File: config.mk
export PLATFORM = sky130hd
export DESIGN_NAME = acc8_core
export DESIGN_NICKNAME = d
export VERILOG_FILES = /design/src/rtl/acc8_pkg.sv /design/src/rtl/acc8_decode.sv /design/src/rtl/acc8_alu.sv /design/src/rtl/acc8_core.sv
export SDC_FILE = /design/constraint.sdc
export NUM_CORES = 1
export LEC_CHECK = 0
export BUFFER_PORTS_ARGS = -buffer_cell sky130_fd_sc_hd__buf_2
export CORE_ASPECT_RATIO = 1.4
export CORE_UTILIZATION = 42
export CTS_CLUSTER_DIAMETER = 50
export DETAILED_ROUTE_END_ITERATION = 7
export HOLD_SLACK_MARGIN = 0.08
export PLACE_DENSITY = 0.63
export SLEW_MARGIN = 20
export SYNTH_ARGS = -nofsm -noshare
export SYNTH_HDL_FRONTEND = slang
export SYNTH_SLANG_ARGS = --single-unit
File: constraint.sdc
create_clock -name clk -period 12.2 [get_ports clk]
set_input_delay 3.66 -clock clk [delete_from_list [all_inputs] [get_ports clk]]
set_output_delay 3.66 -clock clk [all_outputs]
set_load 0.05 [all_outputs]
File: src/rtl/acc8_pkg.sv
package acc8_pkg;

    localparam int unsigned DATA_W = 8;
    localparam int unsigned ADDR_W = 8;
    localparam int unsigned OPC_W  = 8;
    localparam int unsigned WORD_W = OPC_W + DATA_W;
    localparam int unsigned CTRL_N = 2;

    typedef enum logic [OPC_W-1:0] {
        OP_NOP   = 8'h00,
        OP_LDI   = 8'h01,
        OP_LDM   = 8'h02,
        OP_STM   = 8'h03,
        OP_CMPI  = 8'h04,
        OP_JREG  = 8'h05,
        OP_JMP   = 8'h06,
        OP_JNZ   = 8'h07,
        OP_JZ    = 8'h08,
        OP_JEQ   = 8'h09,
        OP_JC0   = 8'h0A,
        OP_JC1   = 8'h0B,
        OP_ADDI  = 8'h0C,
        OP_SUBI  = 8'h0D,
        OP_PUSHI = 8'h0E,
        OP_PUSHR = 8'h0F,
        OP_POP   = 8'h10,
        OP_SETSP = 8'h11,
        OP_SETIX = 8'h12,
        OP_INCIX = 8'h13,
        OP_LDIX  = 8'h14,
        OP_XCHG  = 8'h15,
        OP_TRAP  = 8'h16
    } op_e;

    typedef struct packed {
        op_e  op;
        logic two_cycle;
        logic is_jump;
        logic is_push;
    } dec_t;

    typedef struct packed {
        logic [ADDR_W-1:0] pc;
        logic [DATA_W-1:0] sr;
        logic [DATA_W-1:0] acc;
        logic [DATA_W-1:0] idx;
        logic              rd_phase;
    } core_state_t;

    localparam int unsigned EQ_BIT = 0;

endpackage

File: src/rtl/acc8_decode.sv
module acc8_decode
    import acc8_pkg::*;
(
    input  logic [OPC_W-1:0] opc_raw,
    output dec_t             dec
);
    op_e op_v;

    always_comb begin
        if (opc_raw <= OPC_W'(OP_TRAP)) begin
            op_v = op_e'(opc_raw);
        end else begin
            op_v = OP_NOP;
        end
        dec.op        = op_v;
        dec.two_cycle = (op_v == OP_LDM) || (op_v == OP_POP) || (op_v == OP_LDIX);
        dec.is_jump   = (op_v == OP_JREG) || (op_v == OP_JMP) || (op_v == OP_JNZ) ||
                        (op_v == OP_JZ)   || (op_v == OP_JEQ) || (op_v == OP_JC0) ||
                        (op_v == OP_JC1);
        dec.is_push   = (op_v == OP_PUSHI) || (op_v == OP_PUSHR);
    end

endmodule

File: src/rtl/acc8_alu.sv
module acc8_alu #(
    parameter int unsigned W = 8
) (
    input  logic [W-1:0] a,
    input  logic [W-1:0] b,
    input  logic         sub,
    output logic [W-1:0] y
);
    logic [W-1:0] b_eff;

    always_comb begin
        b_eff = sub ? ~b : b;
        y     = a + b_eff + W'(sub);
    end

endmodule

File: src/rtl/acc8_core.sv
module acc8_core
    import acc8_pkg::*;
(
    input  logic                  clk,
    input  logic                  rst,
    output logic [ADDR_W-1:0]     prog_addr,
    input  logic [WORD_W-1:0]     prog_word,
    output logic [ADDR_W-1:0]     bus_addr,
    output logic [DATA_W-1:0]     bus_wdata,
    output logic                  bus_we,
    input  logic [DATA_W-1:0]     bus_rdata,
    input  logic [CTRL_N-1:0]     ctrl_in
);
    core_state_t st_q, st_d;
    dec_t        dec;
    logic [DATA_W-1:0] arg;
    logic [DATA_W-1:0] alu_y;
    logic [ADDR_W-1:0] pc_next;
    logic              advance;
    logic              we_int;

    assign arg = prog_word[DATA_W-1:0];

    acc8_decode u_dec (
        .opc_raw (prog_word[WORD_W-1:DATA_W]),
        .dec     (dec)
    );

    acc8_alu #(.W(DATA_W)) u_alu (
        .a   (st_q.acc),
        .b   (arg),
        .sub (dec.op == OP_SUBI),
        .y   (alu_y)
    );

    always_comb begin
        st_d      = st_q;
        pc_next   = st_q.pc + ADDR_W'(1);
        advance   = 1'b1;
        bus_addr  = arg;
        bus_wdata = st_q.acc;
        we_int    = 1'b0;

        case (dec.op)
            OP_LDI:  st_d.acc = arg;
            OP_STM:  we_int = 1'b1;
            OP_CMPI: st_d.sr[EQ_BIT] = (st_q.acc == arg);
            OP_JREG: pc_next = st_q.acc;
            OP_JMP:  pc_next = arg;
            OP_JNZ:  if (st_q.acc != '0) pc_next = arg;
            OP_JZ:   if (st_q.acc == '0) pc_next = arg;
            OP_JEQ:  if (st_q.sr[EQ_BIT]) pc_next = arg;
            OP_JC0:  if (ctrl_in[0]) pc_next = arg;
            OP_JC1:  if (ctrl_in[1]) pc_next = arg;
            OP_ADDI, OP_SUBI: st_d.acc = alu_y;
            OP_PUSHI, OP_PUSHR: begin
                bus_addr  = st_q.idx;
                bus_wdata = (dec.op == OP_PUSHI) ? arg : st_q.acc;
                we_int    = 1'b1;
                st_d.idx  = st_q.idx + DATA_W'(1);
            end
            OP_SETSP, OP_SETIX: st_d.idx = arg;
            OP_INCIX: st_d.idx = st_q.idx + DATA_W'(1);
            OP_XCHG: begin
                st_d.acc = st_q.idx;
                st_d.idx = st_q.acc;
            end
            OP_LDM, OP_LDIX, OP_POP: begin
                if (dec.op != OP_LDM) bus_addr = st_q.idx;
                if (!st_q.rd_phase) begin
                    advance       = 1'b0;
                    st_d.rd_phase = 1'b1;
                    if (dec.op == OP_POP) begin
                        bus_addr = st_q.idx - DATA_W'(1);
                        st_d.idx = st_q.idx - DATA_W'(1);
                    end
                end else begin
                    st_d.acc      = bus_rdata;
                    st_d.rd_phase = 1'b0;
                end
            end
            OP_TRAP: begin
                st_d    = '0;
                pc_next = '0;
            end
            default: ;
        endcase

        if (advance) st_d.pc = pc_next;
    end

    always_ff @(posedge clk) begin
        if (rst) begin
            st_q <= '0;
        end else begin
            st_q <= st_d;
        end
    end

    assign prog_addr = st_q.pc;
    assign bus_we    = we_int & ~rst;

    AST_NO_WRITE_IN_RESET: assert property (@(posedge clk) rst |-> !bus_we)
        else $error("write strobe during reset");

    AST_READ_HOLDS_PC: assert property (@(posedge clk) disable iff (rst)
        (dec.two_cycle && !st_q.rd_phase) |=> (prog_addr == $past(prog_addr) && st_q.rd_phase))
        else $error("pc moved in first read cycle");

    AST_READ_ENDS: assert property (@(posedge clk) disable iff (rst)
        st_q.rd_phase |=> !st_q.rd_phase)
        else $error("read lasted more than two cycles");

    AST_PUSH_INC: assert property (@(posedge clk) disable iff (rst)
        (dec.is_push && bus_we) |=> (st_q.idx == $past(bus_addr) + DATA_W'(1)))
        else $error("index not incremented after push");

    AST_POP_DEC: assert property (@(posedge clk) disable iff (rst)
        (dec.op == OP_POP && !st_q.rd_phase) |=> (st_q.idx == $past(st_q.idx) - DATA_W'(1)))
        else $error("index not decremented by pop");

    AST_TRAP_CLEARS: assert property (@(posedge clk) disable iff (rst)
        (dec.op == OP_TRAP) |=> (prog_addr == '0 && st_q.acc == '0 && st_q.idx == '0 && st_q.sr == '0))
        else $error("trap left state behind");

    AST_SEQ_PC: assert property (@(posedge clk) disable iff (rst)
        (!dec.is_jump && !dec.two_cycle && dec.op != OP_TRAP)
            |=> (prog_addr == $past(prog_addr) + ADDR_W'(1)))
        else $error("pc did not step by one");

endmodule

-- Word level (Yosys, flattened, before mapping)
Cells that the tools add are included.
Widths: inputs -> output; s select.
- add/subtract/negate cells: 5
- $lt $le $gt $ge: 1
- equality and inequality tests: 27
- mux-type cells: 27
- bitwise gates (word level): 3
- reductions and logical operators: 15
- operator list (kind ; number):
    $mux 8 ; 16
    $pmux 8 s5 ; 2
    $eq 8x4->1 const B ; 8
    $pmux 8 s8 ; 1
    $eq 8x5->1 const B ; 7
    $eq 8x3->1 const B ; 4
    $add 8x1->8 const B ; 2
    $eq 8x2->1 const B ; 2
    $pmux 8 s2 ; 1
    $mux 15 ; 1
    $reduce_bool 5->1 ; 2
    $reduce_or 3->1 ; 3
    $add 8x1->8 ; 1
    $add 8x8->8 ; 1
    $eq 8x1->1 const B ; 1
    $eq 8x8->1 ; 1
    $le 8x5->1 const B ; 1
    $logic_not 8->1 ; 1
    $ne 8x2->1 const B ; 1
    $not 8->8 ; 1
    $reduce_bool 8->1 ; 1
    $sub 8x1->8 const B ; 1
    $ne 2x2->1 const B ; 3
    $reduce_bool 2->1 ; 3
    other kinds (7) ; 13
- bits in registers: 26
- bits of input ports: 28
- output and inout port bits: 25
- word-level logic and storage cells: 83

-- Logic depth before layout (Yosys ltp)
Gate-level depths: netlist of run 1.
- word-level depth: 7
- depth in mapped cells: 11
- gate-level depth less buffers: 11

-- Cells and area by module
Synthesis of run 1 repeated with hierarchy kept, for this count alone.
- cells, all modules: 551
- area total of the unflattened synthesis: 3863.7 sq um
- by module, submodules not included (module ; times used ; cells each ; area an instance (sq um) ; seq. area each (sq um)):
    acc8_core ; 1 ; 482 ; 3285.7 ; 520.5
    acc8_alu ; 1 ; 45 ; 414.1 ; 0.0
    acc8_decode ; 1 ; 24 ; 163.9 ; 0.0

-- Least setup slack after synthesis of run 1
No wires, ideal clock.
- path type: input-to-output
- start point: input port prog_word[12]
- end point: output port bus_addr[2]
- data arrival time: 6210 ps
- required time: 8540 ps
- path slack: 2330 ps
- cell stages on the path: 7
- buffers on the path: 2
- cell sequence: or4_4 -> buf_6 -> or4_4 -> buf_6 -> nand2_4 -> a21oi_1 -> o21ai_0
- longest elaborated chain between the ends: 7
- elaborated cells on any way between the ends: 14
- classes of those cells: order compare (1); eq/ne (6); mux (5); reduce/logical (2)
- ends and longest elaborated chain (what ; line ; RTL):
    start: declaration ; acc8_core.sv:7 ; input logic [WORD_W-1:0] prog_word,
    $le 8x5->1 ; acc8_decode.sv:10 ; if (opc_raw <= OPC_W'(OP_TRAP)) begin
    $mux 8 * ; acc8_decode.sv:10 ;
    $ne 8x2->1 ; acc8_core.sv:69 ; if (dec.op != OP_LDM) bus_addr = st_q.idx;
    $mux 8 ; acc8_core.sv:69 ;
    $mux 8 ; acc8_core.sv:73 ; if (dec.op == OP_POP) begin
    $mux 8 ; acc8_core.sv:70 ; if (!st_q.rd_phase) begin
    $pmux 8 s2 * ; acc8_core.sv:44 ; case (dec.op)
    end: declaration ; acc8_core.sv:8 ; output logic [ADDR_W-1:0] bus_addr,
Mark *: on every way between the ends. The rest lies on a longest branch, timed or not.

-- Worst setup path after layout of run 1
- start point: input port prog_word[9]
- end point: output port bus_addr[5]
The elaborated chain is that of the path after synthesis.

==> flow_results.org, run 1 <==
** Critical path
- Walking the worst path, the cells encountered are buf_2 -> or3b_2 -> a21oi_1 -> nand2_2 -> nor4b_4 -> a311oi_1 -> o21ai_1 -> buf_2.
- The most critical setup path has its startpoint at prog_word[9].
- Logic depth of the worst path, buffers included :: 8
- Along the worst path, the maximum fanout reaches 22.
- Critical path's slowest cell :: or3b_2
- Crit-path most repeated cell :: buf_2
- Type of element capturing the critical path :: output pin
- Top Family by Delay on Critical Path :: simple AND/OR/NAND/NOR gates
- The number of cells on the worst reg-to-reg path is 6.
- At the worst endpoint, the required time is 8.54 ns.
- Category of the most critical setup path :: in2out
- Worst path arrival time :: between 5 and 6 ns
- FF-to-FF Start :: st_q[10]$_SDFFE_PP0P_
- Startpoint Class :: input pin
- The worst register-to-register path ends at prog_addr[4]$_SDFFE_PP0P_.
- Crit path largest cell delay :: 0.52 ns
- Setup slack, reg-to-reg :: about 9.8 ns
- Destination of the critical timing path :: bus_addr[5]
- Together, buffers and inverters on the worst path number 2.

** CTS
- CTS tree :: built
- The number of gates resized after CTS was 0.
- H-tree level count :: 1
- The longest clock path from root to sink contains 2 buffers.
- The tree is rooted in a clkbuf_16.
- The number of hold buffers added after CTS was 0.
- Number of buffers added for setup after CTS :: 0
- CTS Buf Count :: 3
- Clock Pin Slew Worst Setup and Hold Paths :: 0.07 ns
- At the later pin of the worst-skew pair, clock insertion delay measures approximately 0.27 ns.
- Number of sinks on the clock net :: 26

** Power and ir drop
- Of the total power, combinational logic draws between 30 and 40%.
- Share of power burned in registers :: 36.1%
- Summed over all cells, the static leakage comes to around 1.3 nW.
- Cell area power density :: 68.2 nW/um^2
- Summed over all nets, the switching power comes to 0.0933 mW.
- Part of the total power dissipated in the clock network :: about 33%
- P_int :: around 0.16 mW
- Net switching share of the total power :: a little over a third
- VDD sags by at most around 0.053 mV.

** STA
- Final slew viol count :: 0
- Max Freq :: about 100 MHz
- Final clock skew :: around 0.0047 ns
- Post-route worst hold slack :: about 0.54 ns
- Setup-violating endpoint count in the final report :: 0
- The count of final hold-check violations was 0.
- The worst path needs ~9.6 ns of the cycle, external delays included.
- RSZ-0062 raised after global routing :: no
- Headroom to the max-slew limit came out at 42.3%.
- Final total negative setup slack :: 0 ns
- Measured slew at the worst slew-check pin :: approximately 0.86 ns
- Final Cycle Share :: between 70% and 80%

** Layout
- Layout cells sized above 1 :: between 10% and 20%
- Count of non-filler cells in the finished layout :: between 500 and 600
- After the last flow step, the layout net total stands at between 500 and 600.
- Most frequent cells in the layout :: buf_2 (52), nor2_1 (50), nand2_1 (46)
- Final antenna diode count :: 0
- The area growth from synthesis to layout is 6.67%.
- The library cell used most frequently in the layout, excluding fill and tap cells, is buf_2.

** Place
- The congestion estimate from routability-driven global placement came to between 0.8 and 0.9.
- Once detailed placement completed, the half-perimeter wirelength came to approximately 8400 um.
- Once placement completed, the tool counted placed cells totaling slightly below 600.
- Input/output buffers :: 52

** Logic synthesis
- Synthesis produced 488 cells.
- Predominant post-synthesis flop cell :: dfxtp_1
- The synthesized netlist occupies a cell area of around 3500 um^2.
- Post-Synthesis Net Count :: 526
- Summing the sequential cell areas from Yosys gives 14.7% of the chip area.
- The Yosys step of the flow raised 0 warnings.
- Yosys reg bits :: 26
- For this run, asynchronously set or reset flops after synthesis account for 0%.
- Count of different cell masters after synthesis :: between 70 and 80
- In this run the mean area of a mapped cell was a little over 7 um^2.
- In this run, synthesis inferred 0 flip-flops with an integrated enable.

** Run status
- The flow ran to the end, and the final reports show no timing, DRC or antenna violations.

** Global route
- Entering global routing, the biggest net connects 29 pins.
- Grt ovf :: 0
- Aggregate global-route resource usage :: between 20% and 30%
- The first global-routing pass estimated between 15,000 and 20,000 um of wire.
- Via count of the first global-routing pass :: about 3,600
- Antenna violations before repair :: 0

** Floorplanning
- Height of the die :: around 110 um
- In this run the count of I/O pins placed on the die edge is 53.
- Row generation in the floorplan step produced 39 rows.
- The floorplan step defined a core boundary enclosing between 8000 and 9000 um^2.
- The die covers between 8000 and 9000 um^2.
- Once the floorplan was initialized, standard cells occupied between 40% and 50% of the core.
- The floorplan step set the die width to between 70 and 80 um.

** Job
- Number of max-cap violations :: 0

** Routing
- Dividing the detail-routed wire length by the instance count gives between 15 and 20 um.
- DRC violation total after the first TritonRoute iteration :: approximately 240
- Total routed wirelength :: ~11,000 um
- The first detailed-routing pass took 8 iterations.
- Routed via count :: 3,824
- Remaining routing DRC violations :: 0
- Number of vias per cell after detailed routing :: approximately 6.4
- The count of nets left with antenna violations once routing finished came out at 0.

** Min path
- WHS Path Cells :: 2
- The worst hold path belongs to the class reg2reg.
-- metrics by stage --
step / total power [mW] / setup slack [ns] / instance area, um^2 / utilization, %
floorplan: 0.157 / 2.33 / 3550 / -
global placement: 0.173 / 2.65 / 3690 / 45.1
detailed placement: 0.174 / 2.61 / 3690 / 45.1
CTS: 0.258 / 2.60 / 3780 / 46.2
global route: 0.269 / 2.40 / 3780 / 46.2
finish: 0.258 / 2.59 / 3780 / 46.2
-- cell type report --
cell class                      instances  area, um^2
Clock buffer                            4        88.8
Fill cell                             864        4410
Inverter                               11        41.3
Multi-Input combinational cell        399        2720
Sequential cell                        26         520
Tap cell                              102         128
Timing Repair Buffer                   55         283
-- tightest hold or removal path: stages, from the launching register on --
cell,delay (ns)
dfxtp_1,0.33
a21oi_1,0.12
nor2_1,0.05
-- cells in the mapped netlist (all sizes together), types with 10 or more instances --
master | count | area, um^2
a211oi | 24 | 198
a21oi | 22 | 114
a221oi | 10 | 87.6
a311oi | 10 | 93.8
buf | 22 | 150
clkbuf | 30 | 113
dfxtp | 26 | 521
inv | 11 | 41.3
nand2 | 48 | 190
nand3 | 14 | 75.1
nor2 | 51 | 199
nor2b | 11 | 68.8
nor3 | 14 | 70.1
o21ai | 27 | 135
xnor2 | 25 | 219
xor2 | 11 | 96.3
-- sequential cells by signal, indices dropped and copies added (netlist names) --
signal,cells
st_q,18
prog_addr,8
-- how the worst min path moves through the flow --
stage / from / to
4_1_cts: st_q[0]$_SDFFE_PP0N_ / st_q[0]$_SDFFE_PP0N_
5_1_grt: st_q[0]$_SDFFE_PP0N_ / st_q[0]$_SDFFE_PP0N_
6_report: st_q[0]$_SDFFE_PP0N_ / st_q[0]$_SDFFE_PP0N_
3_3_place_gp: prog_addr[4]$_SDFFE_PP0P_ / prog_addr[4]$_SDFFE_PP0P_
2_1_floorplan: st_q[0]$_SDFFE_PP0N_ / st_q[0]$_SDFFE_PP0N_
3_5_place_dp: st_q[0]$_SDFFE_PP0N_ / st_q[0]$_SDFFE_PP0N_
-- cells by family after synthesis --
kind of cell    after synthesis  synth area share, %
fa+ha+maj                    10                 3.74
buf+inv                      63                 8.57
flops                        26                 14.7
simple gates                190                 28.6
mux                          14                 4.23
xor+xnor                     36                 8.89
compound gates              149                 31.3
-- per-layer routing --
metal  share of wire (%)  GRT usage (%)
met1                  41           32.0
met5                   0              0
met4                 3.3           12.4
met3                 4.4           2.30
met2                  51           44.3
-- power groups by stage --
stage | combinational (mW) | sequential (mW) | clock [mW]
finish | 0.0801 | 0.0933 | 0.0849
global route | 0.0871 | 0.0939 | 0.0876
CTS | 0.0794 | 0.0932 | 0.0856
detailed placement | 0.0788 | 0.0952 | 0
global placement | 0.0781 | 0.0951 | 0
floorplan | 0.0647 | 0.0921 | 0
Note: power is estimated with default switching activity, not from simulation.
==> inputs of run 2 (changes only) <==
--- a/config.mk
+++ b/config.mk
@@ -11,7 +11,7 @@
 export CTS_CLUSTER_DIAMETER = 50
 export DETAILED_ROUTE_END_ITERATION = 7
 export HOLD_SLACK_MARGIN = 0.08
-export PLACE_DENSITY = 0.63
+export PLACE_DENSITY = 0.65
 export SLEW_MARGIN = 20
 export SYNTH_ARGS = -nofsm -noshare
 export SYNTH_HDL_FRONTEND = slang
==> constraint.sdc (replaced) <==
create_clock -name clk -period 8.1 [get_ports clk]
set_input_delay 2.43 -clock clk [delete_from_list [all_inputs] [get_ports clk]]
set_output_delay 2.43 -clock clk [all_outputs]
set_load 0.05 [all_outputs]
==> flow_results.org, run 2 (same netlist as run 1, synthesis figures left out) <==
** Layout
- Footprint of the multi-input gates :: 2720 um^2 (unchanged)
- st_q holds more flip-flops than any other register.
- Layout cells sized above 1 :: 18.0% (unchanged)
- The count of non-filler cells in the finished layout is 597 (unchanged).
- Total area of sequential cells :: 520 um^2 (unchanged)
- Final antenna diode count :: 0 (unchanged)
- Most common cell after layout, fill and taps aside :: buf_2
- The library cells used most frequently in the layout, excluding fill and tap cells, are buf_2 (52), nor2_1 (50), nand2_1 (46).
- Final std cell area, no fill :: 3780 um^2 (unchanged)
- Area added between synthesis and finish :: 6.67% (unchanged)
- Number of flip-flops in the largest register :: 18 (unchanged)
- Number of fill cells in the layout :: 864 (unchanged)
- The number of nets in the final layout was 534 (unchanged).

** Global route
- The global-route total usage across every layer was 25.6% (-0.38 points).
- Via count of the first global-routing pass :: 3,587 (-0.28%)
- The maximum number of pins on one net before global-route repair came to 29 (unchanged).
- Grt ovf :: 0 (unchanged)
- First-pass GRT wire length :: 18,200 um (-0.53%)
- Antenna violations before repair :: 0 (unchanged)

** Floorplanning
- Ports placed on the boundary :: 53 (unchanged)
- Starting Density :: 43.3% (unchanged)
- The placement row count was 39 (unchanged).
- Placeable core region :: 8200 um^2 (unchanged)
- The area of the die came to 8820 um^2 (unchanged).
- Height of the die :: 111 um (unchanged)
- Chip Width :: 79.7 um (unchanged)

** CTS
- Clock root buffer :: clkbuf_16
- The clock-pin transition on the worst setup and hold timing paths is 0.07 ns (about the same).
- Number of hold-repair buffers added at the cts stage :: 0 (unchanged)
- The count of H-tree levels built during CTS came to 1 (unchanged).
- Cts repair resizes :: 0 (unchanged)
- Clock insertion delay at the later pin of the skew report :: 0.27 ns (about the same)
- CTS tree :: built
- Worst-case clock buffer depth :: 2 (unchanged)
- The number of CTS-inserted buffers came to 3 (unchanged).
- Number of sinks on the clock net :: 26 (unchanged)
- The number of buffers inserted by post-CTS setup repair is 0 (unchanged).

** Min path
- In this run the most critical hold path is launched from prog_addr[4]$_SDFFE_PP0P_.
- The count of cells along the worst hold path came to 2 (unchanged).
- Worst hold-check path type :: reg2reg
- Sink of the worst hold path :: prog_addr[4]$_SDFFE_PP0P_

** STA
- Setup-violating endpoint count in the final report :: 0 (unchanged)
- Final critical path time including I/O delays and setup :: ~7.2 ns
- Timing would allow up to between 100 and 150 MHz.
- Post-route worst hold slack :: 0.543 ns (+0.00253 ns)
- RSZ-0062 raised after global routing :: no
- The tightest slew margin relative to the limit was 41.5% (-0.80 points).
- Post-layout worst setup margin :: 0.874 ns (-1.71 ns)
- Final slew viol count :: 0 (unchanged)
- The setup TNS was 0 ns (unchanged).
- Final clock skew :: 0.00406 ns (-0.000651 ns)
- The count of final hold-check violations was 0 (unchanged).
- Measured slew at the worst slew-check pin :: 0.874 ns (+0.0145 ns)
- Final Cycle Share :: about 90%

** Place
- The worst slack at placement came to 0.927 ns (-1.68 ns).
- Post-DP HPWL :: 8410 um (+0.46%)
- GP Congestion :: 0.913 (+1.4%)
- Total instance count after detailed placement :: 593 (unchanged)
- The placement-stage cell area was 3690 um^2 (unchanged).
- Input/output buffers :: 52 (unchanged)

** Critical path
- Depth of the worst register-to-register path :: 6 (unchanged)
- Worst path arrival time :: 4.80 ns (-1.15 ns)
- Setup slack, reg-to-reg :: 5.70 ns (-4.11 ns)
- Critical path fanouts, max :: 22 (unchanged)
- Startpoint Class :: input pin
- Worst R2R End :: prog_addr[4]$_SDFFE_PP0P_
- Type of element capturing the critical path :: output pin
- The setup path with the least slack is of type in2out.
- The worst register-to-register path begins at st_q[10]$_SDFFE_PP0P_.
- Data required, critical path :: 5.67 ns (-2.87 ns)

** Power and ir drop
- Leakage power total :: 1.34 nW (unchanged)
- The peak supply drop is 0.0811 mV (+53%).
- Cell area power density :: 102 nW/um^2 (+50%)

** Job
- Number of max-cap violations :: 0 (unchanged)

** Run status
- The flow ran to the end, and the final reports show no timing, DRC or antenna violations.

** Routing
- The violation count after the first detailed-route iteration was 219 (-10%).
- Avg WL per Cell :: 18.5 um (-1.3%)
- Remaining routing DRC violations :: 0 (unchanged)
- The number of optimization iterations in the first detailed-route pass came to 8 (unchanged).
- Number of vias per cell after detailed routing :: 6.32 (-1.4%)
- Routed via count :: 3,771 (-1.4%)
- Remaining number of nets flagged by the antenna check after routing :: 0 (unchanged)
- Total routed wirelength :: 11,000 um (-1.3%)
## run 2: final cells by class
type | instances | share of cell area [%]
Tap cell | 102 | 3.37
Clock buffer | 4 | 2.35
Timing Repair Buffer | 55 | 7.47
Sequential cell | 26 | 13.8
Inverter | 11 | 1.09
Multi-Input combinational cell | 399 | 72.0
## run 2: power breakdown
group          total, mW  internal (mW)  switching, mW  leakage, nW
Sequential         0.140          0.132        0.00860        0.211
Clock              0.126         0.0758         0.0498       0.0442
Combinational      0.120         0.0406         0.0799         1.09
## run 2: critical path, cell delays in order
cell and delay, ns:
buf_2 0.32, or3b_2 0.52, a211oi_2 0.69, o21ai_0 0.33, a32oi_1 0.22, nand2_1 0.08, buf_2 0.21
## run 2: how the worst max path moves through the flow
stage                             start           to  cells past startpoint
after floorplan           prog_word[12]  bus_addr[2]                      7
after global placement     prog_word[9]  bus_addr[5]                      7
after detailed placement   prog_word[9]  bus_addr[4]                      7
after CTS                  prog_word[9]  bus_addr[4]                      7
after global routing       prog_word[9]  bus_addr[5]                      7
final                      prog_word[9]  bus_addr[4]                      7
## run 2: routing by layer
metal	track usage [%]	routed length, um	vias up
li1	-	-	1842
met1	31.3	4560	1775
met2	44.5	5620	121
met3	1.81	445	33
met4	11.6	406	0
met5	0	0	-
## run 2: stage by stage
stage,utilization [%],total power [mW]
6_report,46.2,0.387
5_1_grt,46.2,0.403
4_1_cts,46.2,0.386
3_5_place_dp,45.1,0.262
3_3_place_gp,45.1,0.261
2_1_floorplan,-,0.236
